## src/rtl/flash_fe_pkg.sv

```systemverilog
package flash_fe_pkg;

  typedef enum logic [2:0] {
    K_READ   = 3'd0,
    K_FREAD  = 3'd1,
    K_PROG   = 3'd2,
    K_ERASE  = 3'd3,
    K_ENTER4 = 3'd4,
    K_EXIT4  = 3'd5
  } cmd_kind_t;

  localparam logic [7:0] OP_READ3   = 8'h03;
  localparam logic [7:0] OP_PROG3   = 8'h02;
  localparam logic [7:0] OP_ERASE3  = 8'hD8;
  localparam logic [7:0] OP_READ4   = 8'h13;
  localparam logic [7:0] OP_FREAD4  = 8'h0C;
  localparam logic [7:0] OP_PROG4   = 8'h12;
  localparam logic [7:0] OP_ERASE4  = 8'hDC;
  localparam logic [7:0] OP_ENTER4  = 8'hB7;
  localparam logic [7:0] OP_EXIT4   = 8'hE9;

endpackage

```

## src/rtl/spi_byte_rx.sv

```systemverilog
module spi_byte_rx #(
  parameter int BYTE_W      = 8,
  parameter int SYNC_STAGES = 2
) (
  input  logic              clk,
  input  logic              rst,
  input  logic              sck,
  input  logic              cs_n,
  input  logic              mosi,
  output logic              sel,
  output logic              byte_valid,
  output logic [BYTE_W-1:0] byte_data
);
  localparam int CNT_W = $clog2(BYTE_W);
  localparam logic [CNT_W-1:0] LAST_BIT = CNT_W'(BYTE_W - 1);

  logic [SYNC_STAGES-1:0] sck_s, cs_s, mosi_s;
  logic                   sck_prev;
  logic [CNT_W-1:0]       bit_cnt;
  logic [BYTE_W-1:0]      shreg;
  logic                   sck_rise;

  always_ff @(posedge clk) begin
    if (rst) begin
      sck_s  <= '0;
      cs_s   <= '1;
      mosi_s <= '0;
    end else begin
      sck_s  <= {sck_s[SYNC_STAGES-2:0], sck};
      cs_s   <= {cs_s[SYNC_STAGES-2:0], cs_n};
      mosi_s <= {mosi_s[SYNC_STAGES-2:0], mosi};
    end
  end

  assign sel      = ~cs_s[SYNC_STAGES-1];
  assign sck_rise = sck_s[SYNC_STAGES-1] & ~sck_prev;

  always_ff @(posedge clk) begin
    if (rst) begin
      sck_prev   <= 1'b0;
      bit_cnt    <= '0;
      shreg      <= '0;
      byte_valid <= 1'b0;
      byte_data  <= '0;
    end else begin
      sck_prev   <= sck_s[SYNC_STAGES-1];
      byte_valid <= 1'b0;
      if (!sel) begin
        bit_cnt <= '0;
      end else if (sck_rise) begin
        shreg <= {shreg[BYTE_W-2:0], mosi_s[SYNC_STAGES-1]};
        if (bit_cnt == LAST_BIT) begin
          bit_cnt    <= '0;
          byte_valid <= 1'b1;
          byte_data  <= {shreg[BYTE_W-2:0], mosi_s[SYNC_STAGES-1]};
        end else begin
          bit_cnt <= bit_cnt + 1'b1;
        end
      end
    end
  end

  // deselection leaves no byte to be delivered on the next clock
  p_no_byte_when_idle_r8: assert property (@(posedge clk) disable iff (rst)
    !sel |=> !byte_valid);

  // a byte needs eight slow clock edges, so strobes never touch
  p_byte_strobe_single_r12: assert property (@(posedge clk) disable iff (rst)
    byte_valid |=> !byte_valid);

endmodule

```

## src/rtl/opcode_decode.sv

```systemverilog
module opcode_decode
  import flash_fe_pkg::*;
#(
  parameter int BYTE_W = 8,
  parameter int NB_W   = 3,
  parameter int WIDE_N = 4
) (
  input  logic [BYTE_W-1:0] opcode,
  input  logic              wide_mode,
  output logic              known,
  output cmd_kind_t         kind,
  output logic [NB_W-1:0]   nbytes,
  output logic              set_wide,
  output logic              clr_wide
);
  localparam logic [NB_W-1:0] N_WIDE   = NB_W'(WIDE_N);
  localparam logic [NB_W-1:0] N_NARROW = NB_W'(WIDE_N - 1);

  logic [NB_W-1:0] legacy_n;
  assign legacy_n = wide_mode ? N_WIDE : N_NARROW;

  always_comb begin
    known    = 1'b1;
    kind     = K_READ;
    nbytes   = '0;
    set_wide = 1'b0;
    clr_wide = 1'b0;
    case (opcode)
      OP_READ3:  begin kind = K_READ;  nbytes = legacy_n; end
      OP_PROG3:  begin kind = K_PROG;  nbytes = legacy_n; end
      OP_ERASE3: begin kind = K_ERASE; nbytes = legacy_n; end
      OP_READ4:  begin kind = K_READ;  nbytes = N_WIDE;   end
      OP_FREAD4: begin kind = K_FREAD; nbytes = N_WIDE;   end
      OP_PROG4:  begin kind = K_PROG;  nbytes = N_WIDE;   end
      OP_ERASE4: begin kind = K_ERASE; nbytes = N_WIDE;   end
      OP_ENTER4: begin kind = K_ENTER4; set_wide = 1'b1;  end
      OP_EXIT4:  begin kind = K_EXIT4;  clr_wide = 1'b1;  end
      default:   known = 1'b0;
    endcase
  end
endmodule

```

## src/rtl/flash_addr_frontend.sv

```systemverilog
module flash_addr_frontend
  import flash_fe_pkg::*;
#(
  parameter int ADDR_W      = 32,
  parameter int BYTE_W      = 8,
  parameter int SYNC_STAGES = 2
) (
  input  logic              clk,
  input  logic              rst,
  input  logic              sck,
  input  logic              cs_n,
  input  logic              mosi,
  output logic              cmd_valid,
  output logic [2:0]        cmd_kind,
  output logic [ADDR_W-1:0] cmd_addr,
  output logic              cmd_invalid,
  output logic              addr4_mode
);
  localparam int ABYTES = ADDR_W / BYTE_W;
  localparam int NB_W   = $clog2(ABYTES + 1);

  typedef enum logic [1:0] {ST_OPCODE, ST_ADDR, ST_SKIP} st_t;

  logic              sel, byte_valid;
  logic [BYTE_W-1:0] byte_data;
  logic              dec_known, dec_set, dec_clr;
  cmd_kind_t         dec_kind, pend_kind, kind_q;
  logic [NB_W-1:0]   dec_nbytes, remain;
  logic [ADDR_W-1:0] addr_sh, addr_next;
  st_t               st;

  spi_byte_rx #(.BYTE_W(BYTE_W), .SYNC_STAGES(SYNC_STAGES)) u_rx (
    .clk(clk), .rst(rst), .sck(sck), .cs_n(cs_n), .mosi(mosi),
    .sel(sel), .byte_valid(byte_valid), .byte_data(byte_data)
  );

  opcode_decode #(.BYTE_W(BYTE_W), .NB_W(NB_W), .WIDE_N(ABYTES)) u_dec (
    .opcode(byte_data), .wide_mode(addr4_mode), .known(dec_known),
    .kind(dec_kind), .nbytes(dec_nbytes), .set_wide(dec_set),
    .clr_wide(dec_clr)
  );

  assign addr_next = {addr_sh[ADDR_W-BYTE_W-1:0], byte_data};
  assign cmd_kind  = kind_q;

  always_ff @(posedge clk) begin
    if (rst) begin
      st          <= ST_OPCODE;
      addr4_mode  <= 1'b0;
      remain      <= '0;
      addr_sh     <= '0;
      pend_kind   <= K_READ;
      kind_q      <= K_READ;
      cmd_valid   <= 1'b0;
      cmd_invalid <= 1'b0;
      cmd_addr    <= '0;
    end else begin
      cmd_valid   <= 1'b0;
      cmd_invalid <= 1'b0;
      if (!sel) begin
        st     <= ST_OPCODE;
        remain <= '0;
      end else if (byte_valid) begin
        case (st)
          ST_OPCODE: begin
            if (!dec_known) begin
              cmd_invalid <= 1'b1;
              st          <= ST_SKIP;
            end else if (dec_set || dec_clr) begin
              addr4_mode <= dec_set;
              cmd_valid  <= 1'b1;
              kind_q     <= dec_kind;
              cmd_addr   <= '0;
              st         <= ST_SKIP;
            end else begin
              pend_kind <= dec_kind;
              remain    <= dec_nbytes;
              addr_sh   <= '0;
              st        <= ST_ADDR;
            end
          end
          ST_ADDR: begin
            addr_sh <= addr_next;
            remain  <= remain - 1'b1;
            if (remain == NB_W'(1)) begin
              cmd_valid <= 1'b1;
              cmd_addr  <= addr_next;
              kind_q    <= pend_kind;
              st        <= ST_SKIP;
            end
          end
          default: ;
        endcase
      end
    end
  end

  // the flag only rises with an enter-4-byte report
  p_mode_rise_enter_r4: assert property (@(posedge clk) disable iff (rst)
    $rose(addr4_mode) |-> (cmd_valid && cmd_kind == K_ENTER4));

  // the flag only falls on an exit report or after reset
  p_mode_fall_exit_r5: assert property (@(posedge clk) disable iff (rst)
    $fell(addr4_mode) |-> ($past(rst) || (cmd_valid && cmd_kind == K_EXIT4)));

  // a report is a single-clock pulse
  p_valid_pulse_r11: assert property (@(posedge clk) disable iff (rst)
    cmd_valid |=> !cmd_valid);

  // invalid and valid reports never coincide, and invalid is a pulse
  p_invalid_excl_r9: assert property (@(posedge clk) disable iff (rst)
    cmd_invalid |-> !cmd_valid);
  p_invalid_pulse_r9: assert property (@(posedge clk) disable iff (rst)
    cmd_invalid |=> !cmd_invalid);

  // nothing is reported on the clock after the device is found deselected
  p_idle_silent_r8: assert property (@(posedge clk) disable iff (rst)
    !sel |=> !(cmd_valid || cmd_invalid));

endmodule

```

## config.mk

```make
export PLATFORM = sky130hd
export DESIGN_NAME = flash_addr_frontend
export DESIGN_NICKNAME = d
export VERILOG_FILES = /design/src/rtl/flash_fe_pkg.sv /design/src/rtl/spi_byte_rx.sv /design/src/rtl/opcode_decode.sv /design/src/rtl/flash_addr_frontend.sv
export SDC_FILE = /design/constraint.sdc
export NUM_CORES = 1
export LEC_CHECK = 0
export BUFFER_PORTS_ARGS = -buffer_cell sky130_fd_sc_hd__buf_2
export CELL_PAD_IN_SITES_DETAIL_PLACEMENT = 1
export CELL_PAD_IN_SITES_GLOBAL_PLACEMENT = 2
export CORE_ASPECT_RATIO = 1.25
export CORE_MARGIN = 2
export CORE_UTILIZATION = 33
export CTS_BUF_LIST = sky130_fd_sc_hd__clkbuf_2
export CTS_CLUSTER_SIZE = 28
export DETAILED_ROUTE_END_ITERATION = 6
export PLACE_DENSITY_LB_ADDON = 0.15
export RECOVER_POWER = 100
export SETUP_SLACK_MARGIN = 0.4
export SYNTH_ARGS = -nofsm -noshare
export SYNTH_HDL_FRONTEND = slang
export SYNTH_SLANG_ARGS = --single-unit
```

## constraint.sdc

```tcl
create_clock -name clk -period 1.94 [get_ports clk]
set_clock_uncertainty 0.1 [all_clocks]
set_input_delay 0.485 -clock clk [delete_from_list [all_inputs] [get_ports clk]]
set_output_delay 0.485 -clock clk [all_outputs]
set_load 0.005 [all_outputs]
```

# == Word-level counts from Yosys, hierarchy flattened ==
# Cells that the tools add are included.
# W data, S select, Z words.
# op_classes
addsub,2
n_eq_ne,16
muxes,31
bitwise,7
reduce_logical,20
# op_table
op,count
$mux W32,3
$pmux W32 S2,1
$mux W24,2
$pmux W24 S2,1
$eq A8 B8 Y1 const B,4
$mux W3,7
$pmux W3 S2,3
$eq A8 B2 Y1 const B,2
$eq A8 B5 Y1 const B,2
$pmux W3 S5,1
$reduce_and A5 Y1,3
$reduce_or A3 Y1,3
$reduce_or A9 Y1,1
$eq A8 B4 Y1 const B,1
$mux W1,8
$ne A2 B2 Y1 const B,4
$reduce_or A4 Y1,2
$mux W2,3
$not A1 Y1,6
$reduce_and A3 Y1,2
$reduce_and A6 Y1,1
$reduce_or A2 Y1,3
$pmux W2 S2,1
$reduce_and A4 Y1,1
other kinds (11),11
# word_totals
regBits,96
out_inout_bits,38

# == Longest topological paths before layout ==
# depth
depth_word,6
mapped_depth,9
depth_no_buf,7

# == Modules after synthesis ==
# From an unflattened synthesis, not the netlist that was laid out.
# unflattened
hier_cells,476
hier_area_um2,4028.9
# modules_own_cells
mod,instances,cells_per_inst,area_per_inst_um2
flash_addr_frontend,1,347,2915.3
spi_byte_rx,1,100,948.4
opcode_decode,1,29,165.2

# == Least setup slack after synthesis ==
# OpenSTA, ideal clock, no wires.
# synth_timing
path_type,reg-to-reg
start,reg u_rx.byte_data[5]
end,reg addr_sh[3]
arrival_ps,1620
slack_ps,93
stages_incl_launch_ff,8
synth_period_minus_slack_ps,1847
path_cell_list,dfxtp_1 -> buf_2 -> or3_1 -> o22ai_2 -> o311ai_4 -> buf_2 -> a22oi_1 -> nor2_1
# synth_between
elab_chain_len,5
# synth_lines
item,line,source
start: declaration,spi_byte_rx.sv:12,output logic [BYTE_W-1:0] byte_data
start signal: assignment,spi_byte_rx.sv:55,"byte_data <= {shreg[BYTE_W-2:0], mosi_s[SYNC_STAGES-1]};"
"$eq A8 B2 Y1, or another cell as far along",opcode_decode.sv:28,case (opcode)
$reduce_or A9 Y1 (no source line) / $mux W1 (equally long branches),--,
$mux W1 / $logic_or A1 B1 Y1 (equally long branches),"opcode_decode.sv:28, flash_addr_frontend.sv:69",
$ne A2 B2 Y1 (no source line),--,
$reduce_and A5 Y1 (no source line) *,--,
end signal: assignment,flash_addr_frontend.sv:83,addr_sh <= addr_next;
end: declaration,flash_addr_frontend.sv:29,"logic [ADDR_W-1:0] addr_sh, addr_next;"
# Mark *: on every way between the ends. The rest lies on a longest branch, timed or not.
# A chain may end at the register's enable or synchronous reset.

# == Final worst setup path ==
# layout_timing
start,reg u_rx.byte_data[7]
end,reg remain[0]
# layout_between
elab_chain_len,6
# layout_lines
item,line,source
"$eq A8 B5 Y1, or another cell as far along",opcode_decode.sv:28,
$reduce_or A4 Y1 (no source line) / $reduce_or A3 Y1 (equally long branches),--,
$pmux W3 S2,opcode_decode.sv:28,
$mux W3,flash_addr_frontend.sv:69,end else if (dec_set || dec_clr) begin
$mux W3,flash_addr_frontend.sv:66,if (!dec_known) begin
$pmux W3 S2,flash_addr_frontend.sv:64,case (st)
end signal: assignment,flash_addr_frontend.sv:77,remain <= dec_nbytes;
end signal: assignment,flash_addr_frontend.sv:84,remain <= remain - 1'b1;
end: declaration,flash_addr_frontend.sv:28,"logic [NB_W-1:0] dec_nbytes, remain;"
# Parallel ways exist; a longest one is shown, timed or not. The select of a mux whose other input is x is not followed.

==> results.toml <==
[global_routing]
grt_usage_pct = 17.90
grt_max_degree = 43
grt-ovfl-total = 0
grt_pass1_wl_mm = 17.02
antenna_found_initial = 0
grt_pass1_vias = 3377

[worst_setup_path]
worst_setup_path_start_kind = "flop"
rrSetupSlack_ns = -0.06
reg2reg_to = "remain[0]"
path_cells = "buf_6, or3_4, or3_4, a211oi_2, a211oi_1, a211oi_1"
worstPathRequired_ns = 2.36
slowest_stage = "or3_4"
cp.arrival_ns = 2.42
crit_family = "simple AND/OR/NAND/NOR gates"
reg2reg_from = "u_rx.byte_data[7]"
critical_path_class = "flop to flop"
crit_path_max_fanout = 3
end_kind = "flop"
worst-path-buf-inv = 1
r2r_cells = 6
path_depth = 6
max_stage_delay_ns = 0.40

[floorplan]
fp.dieW_um = 99.95
ios = 43
die_area_mm2 = 0.01239
core_area_mm2 = 0.01114
num_rows = 43
die_y_um = 123.9
initial_core_util_pct = 34.10

[finish]
drive_gt1_share_pct = 48.68
mostFrequentLayoutCells = "nand2_1, dfxtp_1, a21oi_1"
diodes = 0
fin_area_mm2 = 0.005505
final_common_cell = "nand2_1"
layout.nets = 534
syn_to_final_growth_pct = 44.98
fill_cells = 1245

[sta]
rsz0062_at_grt = "true"
slew_headroom_pct = 43.48
slew_violations = 0
worst_slack_ns = -0.06078
max_freq_mhz = 499.8
whs_ns = 0.09350
hold_viol_final = 0
period_share_pct = 103.1
tightest_slew_ns = 0.8478
final-setup-viol-count = 18
layout_min_cycle_time_ns = 2.001

[hold_path]
hold_path_depth = 2
min-delay-start = "rst"
holdPathEnd = "addr4_mode"
min_path_type = "input port to flop"

[placement]
port_buffers = 42
place_area_mm2 = 0.004320
place_ws_ns = -0.1655
gp_congestion = 0.8933
dp_hpwl_mm = 7.066

[cts]
clkLatencyLatePin_ns = 0.60
clock_sinks = 96
cts.clk_slew.worst_paths_ns = 0.26
cts_buffer_depth = 2
root_buffer = "clkbuf_2"
cts_tree = "yes"
cts_buffers = 9
cts_max_level = 3

[detailed_routing]
ant_nets = 0
drt-initial-drc-count = 114
vias_per_cell = 5.238
wl_per_cell_um = 18.26
totalWireLength_mm = 12.14
drc = 0
vias = 3483
drt_pass1_iterations = 4

[logic_synthesis]
postSynth.asyncResetShare_pct = 0
synth.avg_cell_area_um2 = 8.770
ys_top_cells_by_area = "dfxtp_1, a21oi_1, nand2_1"
seq_area_frac_synth_pct = 50.61
synthSimpleGateAreaFrac_pct = 23.20
synth_compound_gate_area_share_pct = 18.09
synthAdderAreaFrac_pct = 1.318
yosysTopAreaCell = "dfxtp_1"
ys_warn_count = 0
synth-edff-count = 0
muxShareOfSynthArea_pct = 1.318
yosys.cell_types.count = 48
synth_top_family_by_area = "simple AND/OR/NAND/NOR gates"
synth_xor_area_share_pct = 0.2306
yosysTopAreaCellShare_pct = 50.61
ys_ff_latch = 96
synth_nets = 442
yosys_most_used_dff = "dfxtp_1"
synthesis.area_mm2 = 0.003797
syn_inst = 433

[job]
maxCapViolCount = 0

[power]
finalPower_uw = 2916
p_leak_uw = 0.002038
ir_drop_mv = 0.3015
p_per_area_mw_per_mm2 = 529.6

[status]
status = "complete, but fails checks"
violations = "negative setup slack"
## layout make-up
type / instances / area [µm²] / area share (%)
multi-input combinational: 298 / 2103 / 38.20
clock buffer: 11 / 55.05 / 1.000
sequential: 96 / 1987 / 36.09
inverter: 3 / 11.26 / 0.2045
tap: 135 / 168.9 / 3.068
timing repair buffer: 117 / 1147 / 20.84
clock inverter: 5 / 32.53 / 0.5909
## metrics by stage
step / utilization, % / cells / TNS (ns)
4_1_cts: 45.10 / 647 / -0.06752
5_1_grt: 49.43 / 665 / -4.060
6_report: 49.43 / 665 / -0.2699
2_1_floorplan: - / 433 / 0
3_5_place_dp: 38.79 / 608 / -2.679
3_3_place_gp: 38.79 / 608 / -1.647
## kinds of logic after synthesis
family / Yosys count
and+or+nand+nor: 183
AOI/OAI and AO/OA: 104
DFF: 96
buffers and inverters: 40
muxes: 5
adders and majority gates: 4
xor gates and xnor gates: 1
## metal layers
metal	part of all wire (%)	global-route usage [%]	up-vias
met3	2.2	3.423	21
met5	0	0	-
met4	2.3	6.592	0
met2	54	32.98	42
li1	-	-	1694
met1	41	20.51	1726
## registers in the layout, indices dropped and copies added, names as in the netlist
name	count
pend_kind	3
cmd_invalid	1
cmd_kind	3
addr_sh	24
u_rx.cs_s	2
u_rx.byte_data	8
addr4_mode	1
cmd_addr	32
u_rx.sck_s	2
u_rx.sck_prev	1
u_rx.shreg	7
u_rx.mosi_s	2
cmd_valid	1
u_rx.bit_cnt	3
u_rx.byte_valid	1
remain	3
st	2
## report_power, final
part | total [µW] | internal (µW) | leakage, µW | switching, µW
clock network | 874 | 181 | 0.0000661 | 693
registers | 1980 | 1980 | 0.000799 | 2.35
logic | 60.1 | 17.4 | 0.00117 | 42.7
total | 2920 | 2180 | 0.00204 | 738
## synth_stat cells (all sizes together) (5+ instances only)
master / number
a211oi: 5
a21oi: 54
a22oi: 24
buf: 21
clkbuf: 16
dfxtp: 96
mux2i: 5
nand2: 60
nand2b: 5
nand3: 36
nor2: 42
nor2b: 8
nor3: 7
o21ai: 10
## how the worst max path moves through the flow
stage               slack (ns)         startpoint    endpoint
floorplan                 0.14  u_rx.byte_data[6]   remain[0]
global route             -0.13  u_rx.byte_data[6]   remain[0]
detailed placement       -0.17  u_rx.byte_data[7]  addr_sh[7]
finish                   -0.06  u_rx.byte_data[7]   remain[0]
global placement         -0.09  u_rx.byte_data[7]  addr_sh[8]
CTS                      -0.04  u_rx.byte_data[6]   remain[1]
## repair_timing
action,CTS,global route
hold endpoints to repair,3,0
setup endpoints to repair,108,114
gates cloned,4,5
hold buffers,3,0
buffers inserted,16,13
resized for setup,103,63
pin swaps,8,23
(Power assumes the default switching activity.)
